--- src/rtl/wlsh_pkg.sv ---
package wlsh_pkg;
  localparam int unsigned VEC_W  = 128;
  localparam int unsigned HALF_W = VEC_W / 2;
  localparam int unsigned N_SZ   = 3;

  typedef enum logic [1:0] {
    SZ_B   = 2'b00,
    SZ_H   = 2'b01,
    SZ_S   = 2'b10,
    SZ_RSV = 2'b11
  } lane_sz_e;
endpackage

--- src/rtl/wlsh_half_sel.sv ---
module wlsh_half_sel #(
  parameter int unsigned VEC_W  = 128,
  parameter int unsigned HALF_W = VEC_W / 2
) (
  input  logic [VEC_W-1:0]  vec_i,
  input  logic              upper_i,
  output logic [HALF_W-1:0] half_o
);
  assign half_o = upper_i ? vec_i[VEC_W-1:HALF_W] : vec_i[HALF_W-1:0];
endmodule

--- src/rtl/wlsh_lane_widen.sv ---
module wlsh_lane_widen #(
  parameter int unsigned HALF_W = 64,
  parameter int unsigned ES     = 8
) (
  input  logic [HALF_W-1:0]   half_i,
  output logic [2*HALF_W-1:0] wide_o
);
  localparam int unsigned LANES = HALF_W / ES;
  localparam int unsigned OW    = 2 * ES;

  // sign-extend, shift by ES, truncate to OW: sign bits fall off the top
  for (genvar e = 0; e < LANES; e++) begin : g_lane
    logic [OW-1:0] sext;
    logic [OW-1:0] shl;
    assign sext = {{ES{half_i[e*ES+ES-1]}}, half_i[e*ES +: ES]};
    assign shl  = sext << ES;
    assign wide_o[e*OW +: OW] = shl;
  end
endmodule

--- src/rtl/wlsh_unit.sv ---
module wlsh_unit
  import wlsh_pkg::*;
(
  input  logic             clk_i,
  input  logic             rst_ni,
  input  logic             valid_i,
  input  logic [1:0]       size_i,
  input  logic             upper_i,
  input  logic [VEC_W-1:0] opnd_i,
  output logic             valid_o,
  output logic             undef_o,
  output logic [VEC_W-1:0] result_o
);
  logic [HALF_W-1:0] half;
  logic [VEC_W-1:0]  wide [N_SZ];
  logic [VEC_W-1:0]  wide_sel;
  logic              rsv;

  wlsh_half_sel #(.VEC_W(VEC_W), .HALF_W(HALF_W)) u_half (
    .vec_i   (opnd_i),
    .upper_i (upper_i),
    .half_o  (half)
  );

  for (genvar k = 0; k < N_SZ; k++) begin : g_sz
    wlsh_lane_widen #(.HALF_W(HALF_W), .ES(8 << k)) u_widen (
      .half_i (half),
      .wide_o (wide[k])
    );
  end

  assign rsv = (lane_sz_e'(size_i) == SZ_RSV);

  always_comb begin
    unique case (lane_sz_e'(size_i))
      SZ_B:    wide_sel = wide[0];
      SZ_H:    wide_sel = wide[1];
      SZ_S:    wide_sel = wide[2];
      default: wide_sel = '0;
    endcase
  end

  always_ff @(posedge clk_i or negedge rst_ni) begin
    if (!rst_ni) begin
      valid_o  <= 1'b0;
      undef_o  <= 1'b0;
      result_o <= '0;
    end else begin
      valid_o  <= valid_i & ~rsv;
      undef_o  <= valid_i & rsv;
      result_o <= (valid_i & ~rsv) ? wide_sel : '0;
    end
  end
endmodule

--- config.mk ---
export PLATFORM = sky130hd
export DESIGN_NAME = wlsh_unit
export DESIGN_NICKNAME = d
export VERILOG_FILES = /design/src/rtl/wlsh_pkg.sv /design/src/rtl/wlsh_half_sel.sv /design/src/rtl/wlsh_lane_widen.sv /design/src/rtl/wlsh_unit.sv
export SDC_FILE = /design/constraint.sdc
export NUM_CORES = 1
export LEC_CHECK = 0
export BUFFER_PORTS_ARGS = -buffer_cell sky130_fd_sc_hd__buf_2
export CAP_MARGIN = 20
export CORE_AREA = 2 2 101 103
export CTS_CLUSTER_SIZE = 28
export DETAILED_ROUTE_END_ITERATION = 12
export DIE_AREA = 0 0 103 105
export PLACE_DENSITY = 0.83
export SLEW_MARGIN = 10
export SYNTH_ARGS = -nofsm -noshare
export SYNTH_HDL_FRONTEND = slang
export SYNTH_SLANG_ARGS = --single-unit
--- constraint.sdc ---
create_clock -name clk_i -period 0.9 [get_ports clk_i]
set_input_delay 0.045 -clock clk_i [delete_from_list [all_inputs] [get_ports clk_i]]
set_output_delay 0.045 -clock clk_i [all_outputs]
set_load 0.02 [all_outputs]
==> impl_metrics.py <==
metrics = {
    "setup_path": {
        "cp.arrival_ns": 1.06,
        "cp_top_family": "flip-flops",
        "path_buf_inv": 1,
        "startpoint": "result_o[19]",
        "crit_required_ns": 0.85,
        "critPathCaptureType": "output port",
        "slowest_stage": "dfrtp_1",
        "cp-endpoint": "result_o[19]",
        "worstSetupStartpointType": "flop",
        "crit_cells": 1,
        "crit_chain": "buf_6",
        "criticalPathCategory": "flop to output port",
        "cpPeakStageDelay_ns": 0.41,
        "cp_max_fo": 1,
    },
    "pwr": {
        "leakage_nw": 4.40,
        "ir_drop_v": 0.00165,
        "power.density_mw_per_mm2": 1770,
    },
    "cells_and_area": {
        "drive_gt1_share_pct": 41.6,
        "layout.nets": 866,
        "fill_cells": 397,
        "syn_to_final_growth_pct": 93.5,
        "diodes": 0,
        "final_cells": 878,
    },
    "outcome": {
        "status": "finished, violations left",
        "failed_checks": "negative setup slack",
    },
    "hold_path": {
        "hold_class": "primary input to flop",
    },
    "timing": {
        "rsz0062_at_grt": "true",
        "fmax_mhz": 909,
        "layout_setup_ws_ns": -0.200,
        "period_share_pct": 122,
        "slew_viol_final": 0,
        "final_hold_viol_count": 0,
        "period_needed_ns": 1.10,
        "whs_ns": 0.0984,
        "setup_viol": 114,
    },
    "cts": {
        "post_cts_buffers": 0,
        "path_clk_slew_ns": 0.07,
        "cts_tree": "yes",
        "htree_levels": 4,
        "cts_buffer_depth": 2,
        "numCtsBuffers": 17,
        "cts.sinks": 114,
        "clk_root_buffer_cell": "clkbuf_8",
    },
    "yosys": {
        "synth-seq-cells": 114,
        "ys_types": 20,
        "syn-cell-area_mm2": 0.00439,
        "synth_warnings": 0,
        "synthCells": 337,
        "synth_area_per_cell_um2": 13.0,
        "yosysSeqAreaShare_pct": 65.0,
    },
    "drt": {
        "wl_met3_mm": 1.68,
        "top_layer": "met4",
        "drt-initial-drc-count": 235,
        "dr_wl_met2_mm": 9.43,
        "drc": 0,
        "wl_met1_mm": 6.93,
        "vias_per_cell": 5.24,
        "totalWireLength_mm": 19.6,
        "drt-pass1-iter-count": 5,
        "ant_nets": 0,
        "via_count": 4603,
        "routedWlPerCell_um": 22.3,
    },
    "die": {
        "die_area_mm2": 0.0108,
        "die_y_um": 105,
        "ioPinCount": 264,
        "die_w_um": 103,
        "start_util_pct": 45.5,
        "core_region_area_mm2": 0.00964,
        "rows": 36,
    },
    "global_routing": {
        "grt_overflow": 0,
        "grt_start_max_net_pins": 56,
        "grt_pass1_wl_mm": 29.5,
        "antenna_found_initial": 0,
        "grt.total_usage_pct": 37.2,
        "grt_pass1_vias": 5319,
    },
    "placement": {
        "dp_hpwl_mm": 8.85,
        "place.gp.congestion": 0.779,
        "io_buffer_count": 247,
        "place_ws_ns": -0.141,
        "placed_cells": 713,
    },
    "flow_run": {
        "max_cap_violations": 0,
    },
}
-- worst min-delay path, stage by stage --
cell,delay [ns]
buf_4,0.14
buf_4,0.18
mux2i_1,0.09
nor2_1,0.09
-- worst min path at each step --
stage,start,end,slack (ns),cells after the start
global route,upper_i,result_o[125],0.1,4
detailed placement,rst_ni,result_o[30],-0.15,1
floorplan,rst_ni,result_o[100],-0.25,0
global placement,rst_ni,result_o[30],-0.15,1
finish,upper_i,result_o[125],0.1,4
CTS,upper_i,result_o[122],0.06,4
-- cells in the final DEF (no fill, tap or decap), drive strengths merged --
cell / Yosys / layout
or3b: 1 / 1
nor2: 80 / 80
conb: 1 / 16
inv: 1 / 4
mux2i: 64 / 64
dlygate4sd3: 0 / 133
o22ai: 16 / 16
dfrtp: 114 / 114
bufinv: 0 / 3
clkbuf: 4 / 17
a21bo: 1 / 1
nand2b: 1 / 1
clkinv: 0 / 6
xnor2: 1 / 1
nor3b: 16 / 16
and3: 1 / 1
nand3b: 2 / 2
buf: 34 / 266
clkinvlp: 0 / 3
-- flip-flops by register name, indices dropped and copies added, names as in the netlist --
name      cells
valid_o       1
undef_o       1
result_o    112
-- synthesized netlist by cell type --
cell type	number	area [µm²]
dfrtp_1	114	2850
nor2_1	80	300
mux2i_1	64	641
buf_4	18	135
nor3b_1	16	120
buf_2	12	60.1
o22ai_2	10	125
o22ai_1	6	37.5
clkbuf_1	4	15.0
buf_6	2	22.5
nand3b_1	2	15.0
a21bo_2	1	10.0
and3_1	1	6.26
buf_1	1	3.75
buf_8	1	15.0
conb_1	1	3.75
inv_1	1	3.75
nand2b_1	1	6.26
or3b_1	1	8.76
xnor2_1	1	8.76
-- per-layer routing --
| metal | vias to the layer above | track usage [%] |
|---|---|---|
| li1 | 1894 | - |
| met1 | 2229 | 41.3 |
| met2 | 354 | 59.5 |
| met3 | 126 | 11.0 |
| met4 | 0 | 27.3 |
| met5 | - | 0 |
-- through the flow --
stage	util, %	setup TNS [ns]	power [mW]	area, µm²
after floorplan	-	0	6.46	4470
after global placement	60.7	-3.97	7.22	5850
after detailed placement	60.7	-6.42	7.26	5850
after CTS	88.1	-20.18	14.7	8490
after global routing	88.1	-22.52	15.5	8490
final	88.1	-18.18	15.0	8490
-- cell families (layout without fill, tap and decap cells) --
logic type | count (synthesis) | after routing | share of synthesized area [%]
simple gates | 101 | 101 | 10.4
xor+xnor | 1 | 1 | 0.200
other cells | 1 | 16 | 0.0854
mux | 64 | 64 | 14.6
buf+inv | 39 | 432 | 5.81
compound gates | 17 | 17 | 3.93
flops | 114 | 114 | 65.0
-- what timing repair did --
action                                  in CTS  in global routing
endpoints found under the setup margin     114                114
hold buffers                               133                  0
resized for setup                          228                  0
endpoints found under the hold margin      227                  0
-- report_power, final --
part           switching (mW)  leakage [nW]  internal [mW]  total, mW
Combinational            1.30          2.58           1.34       2.64
Clock                    2.67         0.286           4.25       6.92
Sequential              0.136          1.54           5.35       5.48
-- final cells by class --
cell class	count	area, µm²	share of cell area, %
timing repair buffer	399	3530	41.5
sequential	114	2850	33.6
multi-input combinational	199	1350	15.8
clock buffer	17	414	4.88
clock inverter	15	183	2.15
tap	133	166	1.96
inverter	1	3.75	0.0442
No activity file was read; power rests on OpenSTA's default activity.
